<file path="config.mk">
export PLATFORM = sky130hd
export DESIGN_NAME = rtc_alarm_top
export DESIGN_NICKNAME = d
export VERILOG_FILES = /design/src/rtl/rtc_pkg.sv /design/src/rtl/rtc_tick_src.sv /design/src/rtl/rtc_prescaler.sv /design/src/rtl/rtc_counter.sv /design/src/rtl/rtc_evt_regs.sv /design/src/rtl/rtc_alarm_top.sv
export SDC_FILE = /design/constraint.sdc
export NUM_CORES = 1
export LEC_CHECK = 0
export ABC_AREA = 1
export BUFFER_PORTS_ARGS = -buffer_cell sky130_fd_sc_hd__buf_2
export CAP_MARGIN = 20
export CORE_ASPECT_RATIO = 1.25
export CORE_UTILIZATION = 55
export DETAILED_ROUTE_END_ITERATION = 10
export GPL_ROUTABILITY_DRIVEN = 0
export HOLD_SLACK_MARGIN = 0.06
export PLACE_DENSITY = 0.74
export SYNTH_ARGS = -nofsm -noshare
export SYNTH_HDL_FRONTEND = slang
export SYNTH_HIERARCHICAL = 1
export SYNTH_SLANG_ARGS = --single-unit
</file>
<file path="constraint.sdc">
create_clock -name clk -period 4.7 [get_ports clk]
set_input_delay 0.94 -clock clk [delete_from_list [all_inputs] [get_ports clk]]
set_output_delay 0.94 -clock clk [all_outputs]
set_load 0.005 [all_outputs]
</file>
<file path="src/rtl/rtc_pkg.sv">
package rtc_pkg;

    localparam int REG_AW = 3;

    typedef enum logic [REG_AW-1:0] {
        RA_CTRL = 3'd0,
        RA_PSC  = 3'd1,
        RA_CNT  = 3'd2,
        RA_ALM  = 3'd3,
        RA_EVT  = 3'd4
    } rtc_addr_e;

    // bit order fixes the software view: run is bit 0, source select bit 3
    typedef struct packed {
        logic src_ext;
        logic alm_ie;
        logic sec_ie;
        logic run;
    } rtc_ctrl_t;

    localparam int CTRL_W = $bits(rtc_ctrl_t);
    localparam int EVT_SEC_BIT = 0;
    localparam int EVT_ALM_BIT = 1;

endpackage

</file>
<file path="src/rtl/rtc_tick_src.sv">
module rtc_tick_src #(
    parameter int SYNC_STAGES = 2
) (
    input  logic clk,
    input  logic rst_n,
    input  logic ext_ref,
    input  logic sel_ext,
    output logic tick
);

    localparam int LAST = SYNC_STAGES - 1;

    typedef struct packed {
        logic [SYNC_STAGES-1:0] sync;
        logic                   prev;
    } tick_state_t;

    tick_state_t s_d, s_q;

    always_comb begin
        s_d      = s_q;
        s_d.sync = {s_q.sync[LAST-1:0], ext_ref};
        s_d.prev = s_q.sync[LAST];
    end

    always_ff @(posedge clk or negedge rst_n) begin
        if (!rst_n) s_q <= '0;
        else        s_q <= s_d;
    end

    // internal source ticks every cycle; external ticks on a synchronised rise
    assign tick = sel_ext ? (s_q.sync[LAST] & ~s_q.prev) : 1'b1;

endmodule

</file>
<file path="src/rtl/rtc_prescaler.sv">
module rtc_prescaler #(
    parameter int PSC_W = 16
) (
    input  logic             clk,
    input  logic             rst_n,
    input  logic             run,
    input  logic             tick,
    input  logic             ld_en,
    input  logic [PSC_W-1:0] ld_val,
    output logic [PSC_W-1:0] reload,
    output logic             wrap
);

    typedef struct packed {
        logic [PSC_W-1:0] reload;
        logic [PSC_W-1:0] down;
    } psc_state_t;

    psc_state_t s_d, s_q;
    logic       advance;

    always_comb begin
        s_d     = s_q;
        advance = run & tick;
        wrap    = advance & (s_q.down == '0);
        if (ld_en) begin
            s_d.reload = ld_val;
            s_d.down   = ld_val;
        end else if (advance) begin
            s_d.down = wrap ? s_q.reload : s_q.down - 1'b1;
        end
    end

    always_ff @(posedge clk or negedge rst_n) begin
        if (!rst_n) s_q <= '0;
        else        s_q <= s_d;
    end

    assign reload = s_q.reload;

endmodule

</file>
<file path="src/rtl/rtc_counter.sv">
module rtc_counter #(
    parameter int CNT_W = 32
) (
    input  logic             clk,
    input  logic             rst_n,
    input  logic             step,
    input  logic             ld_en,
    input  logic             alm_wr,
    input  logic [CNT_W-1:0] wval,
    output logic [CNT_W-1:0] cnt,
    output logic [CNT_W-1:0] alarm,
    output logic             hit
);

    typedef struct packed {
        logic [CNT_W-1:0] cnt;
        logic [CNT_W-1:0] alarm;
    } cnt_state_t;

    cnt_state_t s_d, s_q;
    logic       upd;

    always_comb begin
        s_d = s_q;
        upd = ld_en | step;
        if (ld_en)     s_d.cnt = wval;
        else if (step) s_d.cnt = s_q.cnt + 1'b1;
        if (alm_wr)    s_d.alarm = wval;
        // match only when the count takes a new value, against the held alarm
        hit = upd & (s_d.cnt == s_q.alarm);
    end

    always_ff @(posedge clk or negedge rst_n) begin
        if (!rst_n) s_q <= '0;
        else        s_q <= s_d;
    end

    assign cnt   = s_q.cnt;
    assign alarm = s_q.alarm;

endmodule

</file>
<file path="src/rtl/rtc_evt_regs.sv">
module rtc_evt_regs
    import rtc_pkg::*;
#(
    parameter int DATA_W = 32,
    parameter int CNT_W  = 32,
    parameter int PSC_W  = 16
) (
    input  logic              clk,
    input  logic              rst_n,
    input  logic              ctrl_wr,
    input  logic              evt_wr,
    input  logic              rd_en,
    input  logic [REG_AW-1:0] addr,
    input  logic [CTRL_W-1:0] wbits,
    input  logic              sec_set,
    input  logic              alm_set,
    input  logic [CNT_W-1:0]  cnt,
    input  logic [PSC_W-1:0]  psc_reload,
    input  logic [CNT_W-1:0]  alarm,
    output rtc_ctrl_t         ctrl,
    output logic              sec_flag,
    output logic              alm_flag,
    output logic              irq,
    output logic [DATA_W-1:0] rdata
);

    typedef struct packed {
        rtc_ctrl_t         ctrl;
        logic              sif;
        logic              aif;
        logic              irq;
        logic [DATA_W-1:0] rdata;
    } reg_state_t;

    reg_state_t s_d, s_q;
    logic       clr_sec, clr_alm;

    always_comb begin
        s_d     = s_q;
        clr_sec = evt_wr & wbits[EVT_SEC_BIT];
        clr_alm = evt_wr & wbits[EVT_ALM_BIT];

        if (ctrl_wr) s_d.ctrl = rtc_ctrl_t'(wbits);

        // a hardware set outranks a same-cycle clear
        s_d.sif = (s_q.sif & ~clr_sec) | sec_set;
        s_d.aif = (s_q.aif & ~clr_alm) | alm_set;

        s_d.irq = (s_q.sif & s_q.ctrl.sec_ie) | (s_q.aif & s_q.ctrl.alm_ie);

        if (rd_en) begin
            case (addr)
                RA_CTRL: s_d.rdata = DATA_W'(s_q.ctrl);
                RA_PSC:  s_d.rdata = DATA_W'(psc_reload);
                RA_CNT:  s_d.rdata = DATA_W'(cnt);
                RA_ALM:  s_d.rdata = DATA_W'(alarm);
                RA_EVT:  s_d.rdata = DATA_W'({s_q.aif, s_q.sif});
                default: s_d.rdata = '0;
            endcase
        end
    end

    always_ff @(posedge clk or negedge rst_n) begin
        if (!rst_n) s_q <= '0;
        else        s_q <= s_d;
    end

    assign ctrl     = s_q.ctrl;
    assign sec_flag = s_q.sif;
    assign alm_flag = s_q.aif;
    assign irq      = s_q.irq;
    assign rdata    = s_q.rdata;

endmodule

</file>
<file path="src/rtl/rtc_alarm_top.sv">
module rtc_alarm_top
    import rtc_pkg::*;
#(
    parameter int DATA_W      = 32,
    parameter int CNT_W       = 32,
    parameter int PSC_W       = 16,
    parameter int SYNC_STAGES = 2
) (
    input  logic              clk,
    input  logic              rst_n,
    input  logic              ext_ref,
    input  logic              wr_en,
    input  logic              rd_en,
    input  logic [REG_AW-1:0] addr,
    input  logic [DATA_W-1:0] wdata,
    output logic [DATA_W-1:0] rdata,
    output logic              irq
);

    rtc_ctrl_t        ctrl_q;
    logic             ctrl_wr, psc_wr, cnt_ld, alm_wr, evt_wr;
    logic             tick_en, sec_step, alm_hit;
    logic             sec_flag, alm_flag;
    logic [PSC_W-1:0] psc_reload;
    logic [CNT_W-1:0] cnt_val, alm_val;

    always_comb begin
        ctrl_wr = wr_en & (addr == RA_CTRL);
        psc_wr  = wr_en & (addr == RA_PSC);
        cnt_ld  = wr_en & (addr == RA_CNT);
        alm_wr  = wr_en & (addr == RA_ALM);
        evt_wr  = wr_en & (addr == RA_EVT);
    end

    rtc_tick_src #(.SYNC_STAGES(SYNC_STAGES)) u_tick (
        .clk     (clk),
        .rst_n   (rst_n),
        .ext_ref (ext_ref),
        .sel_ext (ctrl_q.src_ext),
        .tick    (tick_en)
    );

    rtc_prescaler #(.PSC_W(PSC_W)) u_psc (
        .clk    (clk),
        .rst_n  (rst_n),
        .run    (ctrl_q.run),
        .tick   (tick_en),
        .ld_en  (psc_wr),
        .ld_val (wdata[PSC_W-1:0]),
        .reload (psc_reload),
        .wrap   (sec_step)
    );

    rtc_counter #(.CNT_W(CNT_W)) u_cnt (
        .clk    (clk),
        .rst_n  (rst_n),
        .step   (sec_step),
        .ld_en  (cnt_ld),
        .alm_wr (alm_wr),
        .wval   (wdata[CNT_W-1:0]),
        .cnt    (cnt_val),
        .alarm  (alm_val),
        .hit    (alm_hit)
    );

    rtc_evt_regs #(.DATA_W(DATA_W), .CNT_W(CNT_W), .PSC_W(PSC_W)) u_regs (
        .clk        (clk),
        .rst_n      (rst_n),
        .ctrl_wr    (ctrl_wr),
        .evt_wr     (evt_wr),
        .rd_en      (rd_en),
        .addr       (addr),
        .wbits      (wdata[CTRL_W-1:0]),
        .sec_set    (sec_step),
        .alm_set    (alm_hit),
        .cnt        (cnt_val),
        .psc_reload (psc_reload),
        .alarm      (alm_val),
        .ctrl       (ctrl_q),
        .sec_flag   (sec_flag),
        .alm_flag   (alm_flag),
        .irq        (irq),
        .rdata      (rdata)
    );

endmodule

</file>
# --- After elaboration in Yosys (flattened, before gate mapping) ---
# Cells that the tools add are included.
totals:
  in_bits: 40
  regBits: 138
  elab_cells: 53
op_classes:
  n_mux: 7
  eq_ne: 5
  n_reduce_logical: 3
  n_bitwise: 22
  addsub: 2
ops:
  columns: ["cell", "n"]
  rows:
  - ["case mux 32 bit (5 select lines)", 1]
  - ["2-to-1 mux 32 bit", 2]
  - ["2-to-1 mux 16 bit", 3]
  - ["adder 32 x 1 -> 32 bit, second input constant", 1]
  - ["equality test 32 bit", 1]
  - ["zero test 16 bit", 1]
  - ["subtractor 16 x 1 -> 16 bit, second input constant", 1]
  - ["AND 1 bit", 15]
  - ["equality test 3 x 2 -> 1 bit, second input constant", 2]
  - ["OR 1 bit", 4]
  - ["equality test 3 x 1 -> 1 bit, second input constant", 1]
  - ["equality test 3 bit, second input constant", 1]
  - ["zero test 3 bit", 1]
  - ["inverter 1 bit", 3]
  - ["nonzero test 2 bit", 1]
  - ["2-to-1 mux 1 bit", 1]

# --- Longest topological paths before layout ---
# Gate-level depths: netlist of the first run.
depth:
  word_depth: 10
  mapped_depth: 25
  depth_no_buf: 24

# --- Hierarchy ---
# Netlist of the first run, hierarchy kept.
modules_own_cells:
  columns: ["mod", "instances", "cells_per_inst", "seq_area_each_um2", "area_per_inst_um2"]
  rows:
  - ["rtc_counter", 1, 632, 1601.5, 4187.8]
  - ["rtc_evt_regs", 1, 303, 975.9, 2092.0]
  - ["rtc_prescaler", 1, 306, 800.8, 2060.7]
  - ["rtc_tick_src", 1, 6, 75.1, 86.3]
  - ["rtc_alarm_top", 1, 14, 0.0, 55.1]

# --- Worst setup path after synthesis of the first run ---
# OpenSTA, ideal clock, no wires.
synth_path:
  kind: "flip-flop to flip-flop"
  startpoint: "register u_psc/s_q[0] in the netlist's numbering"
  endpoint: "register u_regs.s_q (netlist bit u_regs/alm_flag)"
  setup_ps: 118
  slack_ps: 1993
  arrival_time_ps: 2589
  path_stages_with_launch: 21
  path_buffers: 2
  path_cell_list: "dfrtp_1 inv_1 ha_1 nand3_1 inv_2 nand3_4 buf_6 inv_1 buf_4 nand3_1 nor2_1 nand3_1 nor2_1 nand3b_1 nand3_1 nand2_1 o21ai_0 nor2_1 nand3_1 nor2_1 a21o_1"
synth_lines:
  columns: ["item", "line", "source"]
  rows:
  - ["from (decl)", "rtc_prescaler.sv:19", "psc_state_t s_d, s_q;"]
  - ["from (signal assigned)", "rtc_prescaler.sv:35", "if (!rst_n) s_q <= '0;"]
  - ["from (signal assigned)", "rtc_prescaler.sv:36", "else s_q <= s_d;"]
  - ["to (signal assigned)", "rtc_evt_regs.sv:64", "if (!rst_n) s_q <= '0;"]
  - ["to (signal assigned)", "rtc_evt_regs.sv:65", "else s_q <= s_d;"]
  - ["to (decl)", "rtc_evt_regs.sv:35", "reg_state_t s_d, s_q;"]

==> impl_summary.txt, run 1 <==
----------------------------------------------------
[Logic synthesis]
  Synth Area in Adders ... 0.00295
  Multiplexer fraction of the synthesized cell area ... 0.00929
  Post-Synthesis Cells ... roughly 1,300
  Xor and xnor fraction of the mapped netlist area ... 0.00620
  Net count after synthesis ... ~1,300
  Synthesis warning total ... 6
  Flip-flop and latch count after synthesis ... 138
  Proportion of synthesized chip area in sequential cells ... 0.407
  Cell variety after synth ... 38
  Total standard cell area after synthesis ... around 8500 µm²
  Syn Area/Cell ... between 6 and 7 µm²
  Dominant combinational cell family by area after synthesis ... simple AND/OR/NAND/NOR gates
  Synthesized-area fraction occupied by and/or/nand/nor cells ... 0.421
  Fraction of the mapped netlist area in compound gates ... 0.0475

[Floorplan]
  Starting Density ... 0.565
  Die area ... about 16,000 µm²
  Chip Height ... between 100 and 150 µm
  Die X ... roughly 110 µm
  Top-level I/O count ... 73
  Std-Cell Rows ... 50
  Core footprint ... about 15,000 µm²

[Timing]
  Worst slew margin relative to its limit ... 0.318
  FMAX ... ~290 MHz
  Total Neg Setup Slack ... 0 ns
  Setup violators final ... 0
  Max Clock Skew ... ~0.0093 ns
  Final count of pins violating max slew ... 0
  Final Critical Period ... 3.40 ns
  Least-Margin Pin Slew ... a little over 1 ns
  Final Cycle Share ... 0.723
  Final Hold Viols ... 0
  Setup repair after global routing missed its margin ... false

[CTS]
  Post-CTS sizing ... 0
  Clock Tree Root ... clkbuf_16
  Total CTS buffers ... 17
  Clock latency on the worst-skew pair ... approximately 0.43 ns
  Clock Tree Buf Depth ... 2
  TritonCTS clock tree ... done
  Setup bufs post-CTS ... 0
  Clock-pin transition on the worst setup and hold timing paths ... ~0.060 ns
  Clock Sinks ... ~140
  # H-tree levels ... 4
  CTS hold repair buffers ... 0

[Global route]
  Met1 capacity usage during global routing ... 0.351
  First-pass GRT wire length ... roughly 37,000 µm
  Met2 GRT Util ... 0.518
  Met3 layer usage reported by global route ... 0.0469
  Antenna violations before repair ... 0
  Largest net degree at the start of global routing ... 86
  GRT overflow ... 0
  Via count of the first global-routing pass ... 7,674
  Global routing usage summed across all routing layers ... 0.295
  Highest-utilization routing layer at the global route stage ... met2

[Cells and area]
  Antenna diodes ... 0
  Synthesis-to-layout area growth ... 10.6%
  Fraction of layout cells with a size suffix above 1 ... 0.135
  Final net count ... between 1,000 and 1,500

[Power]
  Design Power ... a little under 0.004 W
  Power Density ... slightly above 400 nW/µm²
  Max VDD drop ... 0.000234 V
  Leakage power ... between 5 and 6 nW

[Setup path]
  Startpoint types ... flip-flop
  Critical path data arrival time ... ~3.8 ns
  Worst endpoint required time ... around 5 ns
  Highest cell delay on the worst timing path ... approximately 0.42 ns
  Kind of critical path ... reg2reg
  Top Family by Delay on Critical Path ... simple AND/OR/NAND/NOR gates
  Bufs and invs on worst path ... 4
  Cells along the critical path ... inv_1 > ha_1 > nand3_1 > inv_2 > nand3_4 > inv_1 > inv_2 > nor2_1 > nand2_1 > nor2_4 > nand3_2 > nand3_2 > nand2_1 > nand2_1 > nand2_1 > nor2_1 > nand2_1 > nor2_1 > nand3_1 > nor2_1 > a21o_1
  CP max stage cell ... dfrtp_1
  CP endpoint kind ... flip-flop
  Critical path's most frequent cell ... nand2_1
  Critical path fanouts, max ... 14

[Route]
  Via count of the routed design ... ~8,000
  Number of remaining DRC errors ... 0
  Avg WL per Cell ... around 15 µm
  Number of iterations in the first detailed-routing pass ... 5
  DRT iter0 DRCs ... about 480
  DRT Wirelength ... 22,000 µm
  Number of antenna-violating nets in the routed design ... 0
  Vias per cell ... 5.32

[Job]
  Number of violations of the max-capacitance limit ... 0

[Placed design]
  Count of input and output buffers ... a little over 70
  Final HPWL DP ... 16,100 µm

[Run status]
  Run status ... complete, no violations

[Min path]
  Type of the worst min-delay path ... reg2reg

----------------------------------------------------
-- power breakdown --
group | total [W] | internal (W) | switching [W]
combinational | 0.000958 | 0.000344 | 0.000614
sequential | 0.00167 | 0.00143 | 0.000248
clock | 0.00126 | 0.000791 | 0.000474
total | 0.00390 | 0.00256 | 0.00134
-- cell usage in the layout (no fill, tap or decap), types with 2 or more instances in the layout --
master and count:
nand3_1 129, inv_2 8, nand4_1 15, nand3_2 7, o21bai_1 3, inv_1 147
buf_2 71, a21o_1 2, buf_4 9, mux2_2 7, nor2_2 8, xor2_1 5
o21ai_1 3, ha_1 2, nand2_1 518, nor3_1 3, nor2_1 94, clkbuf_1 4
nor2_4 9, bufinv_16 2, clkinv_2 2, clkbuf_8 2, dfrtp_1 138, o21ai_0 44
nand2_2 6, clkbuf_16 17, nand3b_1 8, or2_2 22, and2_1 2, a21oi_1 16
a21oi_2 2, o211ai_1 2
-- cell families after synthesis --
group	Yosys count
and+or+nand+nor	825
adders and majority gates	2
DFF	138
xor gates and xnor gates	6
AOI/OAI and AO/OA	74
muxes	7
buffers and inverters	209
-- registers in the layout, indices dropped and copies added (netlist names) --
register         flops
u_cnt/alarm         32
u_cnt/cnt           32
u_psc/reload        16
u_psc/s_q           16
u_regs/alm_flag      1
u_regs/ctrl          4
u_regs/irq           1
u_regs/rdata        32
u_regs/sec_flag      1
u_tick/s_d           2
u_tick/s_q           1
-- worst paths after layout --
check | startpoint | to | slack [ns] | depth (start not counted)
min | u_tick/s_d[2] | u_tick/s_d[0] | 0.35 | 0
max | u_psc/s_q[0] | u_regs/alm_flag | 1.30 | 21
min in group asynchronous | rst_n | u_regs/rdata[27] | 0.57 | 1
max in group asynchronous | rst_n | u_cnt/cnt[14] | 3.24 | 2
max reg2reg | u_psc/s_q[0] | u_regs/alm_flag | 1.30 | 21
min reg2reg | u_tick/s_d[2] | u_tick/s_d[0] | 0.35 | 0
-- layer usage --
layer / share of wire / vias to the layer above
li1: - / 3985
met1: 0.42 / 3742
met2: 0.51 / 206
met3: 0.040 / 49
met4: 0.031 / 0
met5: 0 / -
-- layout make-up --
class	instances	area, µm²
Fill cell	1407	5630
Multi-Input combinational cell	914	4140
Sequential cell	138	3450
Inverter	157	592
Clock buffer	23	468
Timing Repair Buffer	81	434
Tap cell	182	228
Clock inverter	4	70.1
-- cells in the mapped netlist --
library cell	count	area share
buf_6	4	0.0053
buf_1	1	0.00044
a22o_1	1	0.0010
nor2_4	8	0.011
o21ai_0	44	0.026
buf_4	20	0.018
nor4_1	1	0.00074
a21oi_1	16	0.0094
o21bai_1	3	0.0027
nand3_4	1	0.0021
a21o_1	2	0.0018
nor3_1	3	0.0018
a21oi_2	2	0.0021
o21ai_2	1	0.0010
nand2_2	6	0.0044
dfrtp_1	138	0.41
xnor2_1	1	0.0010
and2_1	2	0.0015
clkbuf_1	20	0.0089
nand2_4	1	0.0013
nand4_1	15	0.011
nand3_1	129	0.076
or2_2	22	0.016
nor2_2	8	0.0059
xor2_1	5	0.0052
nor2_1	95	0.042
nand3_2	7	0.0083
nand3b_1	8	0.0071
o21ai_1	3	0.0018
inv_4	1	0.00074
nand2_1	518	0.23
inv_1	148	0.065
ha_1	2	0.0029
buf_2	7	0.0041
mux2_2	7	0.0093
inv_2	8	0.0035
o211ai_1	2	0.0018
nor2_8	1	0.0024
-- worst register-to-register path, cell delays in order, from the launching register on --
cell and delay [ns]:
dfrtp_1 0.42, inv_1 0.11, ha_1 0.21, nand3_1 0.19, inv_2 0.21, nand3_4 0.18, inv_1 0.38, inv_2 0.15
nor2_1 0.21, nand2_1 0.15, nor2_4 0.14, nand3_2 0.08, nand3_2 0.10, nand2_1 0.08, nand2_1 0.07, nand2_1 0.05
nor2_1 0.10, nand2_1 0.06, nor2_1 0.18, nand3_1 0.10, nor2_1 0.09, a21o_1 0.08
-- through the flow --
step / setup slack [ns] / instance area (µm²) / instances / utilization / hold slack [ns]
after detailed placement: 1.32 / 8840 / 1472 / 0.589 / 0.337
after global routing: 0.902 / 9380 / 1499 / 0.625 / 0.362
after floorplan: 1.99 / 8480 / 1261 / - / 0.331
after global placement: 1.40 / 8840 / 1472 / 0.589 / 0.332
after CTS: 1.31 / 9380 / 1499 / 0.625 / 0.349
final: 1.30 / 9380 / 1499 / 0.625 / 0.347
No activity file was read; power rests on OpenSTA's default activity.
==> run 2, diff against run 1 <==
PLACE_DENSITY = 0.77   (was 0.74)
clock period = 3.1 ns   (was 4.7 ns; I/O delays follow)
==> impl_summary.txt, run 2 (synthesis results as in run 1) <==
----------------------------------------------------
[Run status]
  Run status ... complete, no violations

[Cells and area]
  Synthesis-to-layout area growth ... 12.0%
  Number of fillers in the final layout ... between 1,000 and 1,500
  Commonest non-fill, non-tap cells in the layout ... nand2_1 (518), inv_1 (146), dfrtp_1 (138)
  Most common library cell in the layout ignoring fill and taps ... nand2_1
  Final net count ... ~1,400
  Antenna diodes ... 0
  Fraction of layout cells with a size suffix above 1 ... 0.144

[Global route]
  Largest net degree at the start of global routing ... between 50 and 60
  Antenna violations before repair ... 0
  First-pass GRT wire length ... ~37,000 µm
  Via count of the first global-routing pass ... ~7,600
  GRT overflow ... 0
  Global routing usage summed across all routing layers ... 0.297

[Floorplan]
  Die area ... between 15,000 and 20,000 µm²
  Std-Cell Rows ... 50
  Core footprint ... approximately 15,000 µm²
  Top-level I/O count ... 73
  Chip Height ... 141 µm
  Starting Density ... 0.565
  Die X ... approximately 110 µm

[CTS]
  # H-tree levels ... 4
  CTS hold repair buffers ... 0
  Post-CTS sizing ... 0
  TritonCTS clock tree ... done
  Clock latency on the worst-skew pair ... between 0.4 and 0.5 ns
  Setup bufs post-CTS ... 0
  Total CTS buffers ... 17
  Clock Tree Buf Depth ... 2
  Clock Tree Root ... clkbuf_16
  Clock Sinks ... about 140
  Clock-pin transition on the worst setup and hold timing paths ... ~0.06 ns

[Route]
  Avg WL per Cell ... approximately 15 µm
  DRT Wirelength ... 22,500 µm
  Number of iterations in the first detailed-routing pass ... 5
  Via count of the routed design ... slightly above 8,000
  DRT iter0 DRCs ... between 500 and 600
  Number of antenna-violating nets in the routed design ... 0
  Vias per cell ... about 5.4
  Number of remaining DRC errors ... 0

[Timing]
  Setup repair after global routing missed its margin ... false
  Least-Margin Pin Slew ... between 1 and 1.5 ns
  Final Cycle Share ... 0.925
  Final Critical Period ... roughly 2.9 ns
  Setup violators final ... 0
  FMAX ... approximately 350 MHz
  Worst slew margin relative to its limit ... 0.319
  Final Hold Viols ... 0
  Final count of pins violating max slew ... 0
  Total Neg Setup Slack ... 0 ns
  Max Clock Skew ... between 0.01 and 0.015 ns

[Placed design]
  Count of input and output buffers ... 72
  Final HPWL DP ... roughly 16,000 µm

[Setup path]
  Critical path fanouts, max ... 8
  Critical path data arrival time ... 3.23 ns
  Worst endpoint required time ... roughly 3.5 ns
  CP endpoint kind ... flip-flop
  Kind of critical path ... reg2reg
  Startpoint types ... flip-flop

[Job]
  Number of violations of the max-capacitance limit ... 0

[Power]
  Leakage power ... between 5 and 6 nW
  Power Density ... ~630 nW/µm²
  Max VDD drop ... 0.000393 V
  Design Power ... 0.00601 W

[Min path]
  Type of the worst min-delay path ... in2async

----------------------------------------------------
[run 2: cell count changes in the layout (fill, tap and decap cells not counted), moves of 2 or more]
cell,before,now
clkinv_2,2,4
clkinvlp_4,0,3
buf_12,0,3
buf_4,9,11
[run 2: per-stage QoR]
stage	instances	hold slack, ns	cell area (µm²)	setup WS (ns)	utilization
6_report	1508	0.157	9500	0.231	0.633
4_1_cts	1508	0.165	9480	0.108	0.631
3_3_place_gp	1477	0.333	8920	0.263	0.594
3_5_place_dp	1477	0.346	8920	0.161	0.594
2_1_floorplan	1261	0.324	8480	0.393	-
5_1_grt	1508	0.190	9500	0.00916	0.633
[run 2: worst max-delay path: stages, from the launching register on]
cell and delay, ns:
dfrtp_1 0.42, inv_1 0.12, ha_2 0.22, nand3_2 0.13, inv_2 0.10, nand3_4 0.09
clkinvlp_4 0.15, nand3_1 0.14, nor2_4 0.20, nand2_4 0.10, nor2_4 0.18, nand2_1 0.07
nand3_1 0.10, nand2_1 0.07, nand2_1 0.08, nand2_1 0.05, nor2_1 0.08, nand2_1 0.06
nor2_1 0.16, nand3_1 0.10, nor2_1 0.09, a21o_1 0.10
[run 2: cell type report]
cell class,instances,area [µm²],area share
Tap cell,182,228,0.0240
Inverter,157,596,0.0627
Clock inverter,8,95.1,0.0100
Clock buffer,23,468,0.0493
Timing Repair Buffer,86,509,0.0536
Sequential cell,138,3450,0.364
Multi-Input combinational cell,914,4150,0.437
[run 2: worst paths after layout]
| check | cells past startpoint | start | slack (ns) | end |
|---|---|---|---|---|
| min in group clk | 1 | ext_ref | 0.30 | u_tick/s_d[2] |
| max reg2reg | 21 | u_psc/s_q[0] | 0.23 | u_regs/alm_flag |
| min reg2reg | 0 | u_tick/s_d[2] | 0.36 | u_tick/s_d[0] |
| max | 21 | u_psc/s_q[0] | 0.23 | u_regs/alm_flag |
| max in group asynchronous | 2 | rst_n | 2.15 | u_regs/rdata[12] |
| min | 1 | rst_n | 0.16 | u_cnt/cnt[20] |
[run 2: per-layer routing]
metal / share of wire / vias up / track usage / wire [µm]
met5: 0 / - / 0 / 0
met1: 0.41 / 3773 / 0.352 / 9120
met2: 0.51 / 238 / 0.523 / 11500
met4: 0.038 / 0 / 0.144 / 847
li1: - / 4007 / - / -
met3: 0.047 / 58 / 0.0490 / 1060
[run 2: power by group]
group          total (W)  leakage (nW)  internal (W)  switching, W
registers        0.00254          1.66       0.00216      0.000383
logic            0.00148          3.24      0.000537      0.000939
clock network    0.00199         0.273       0.00122      0.000771
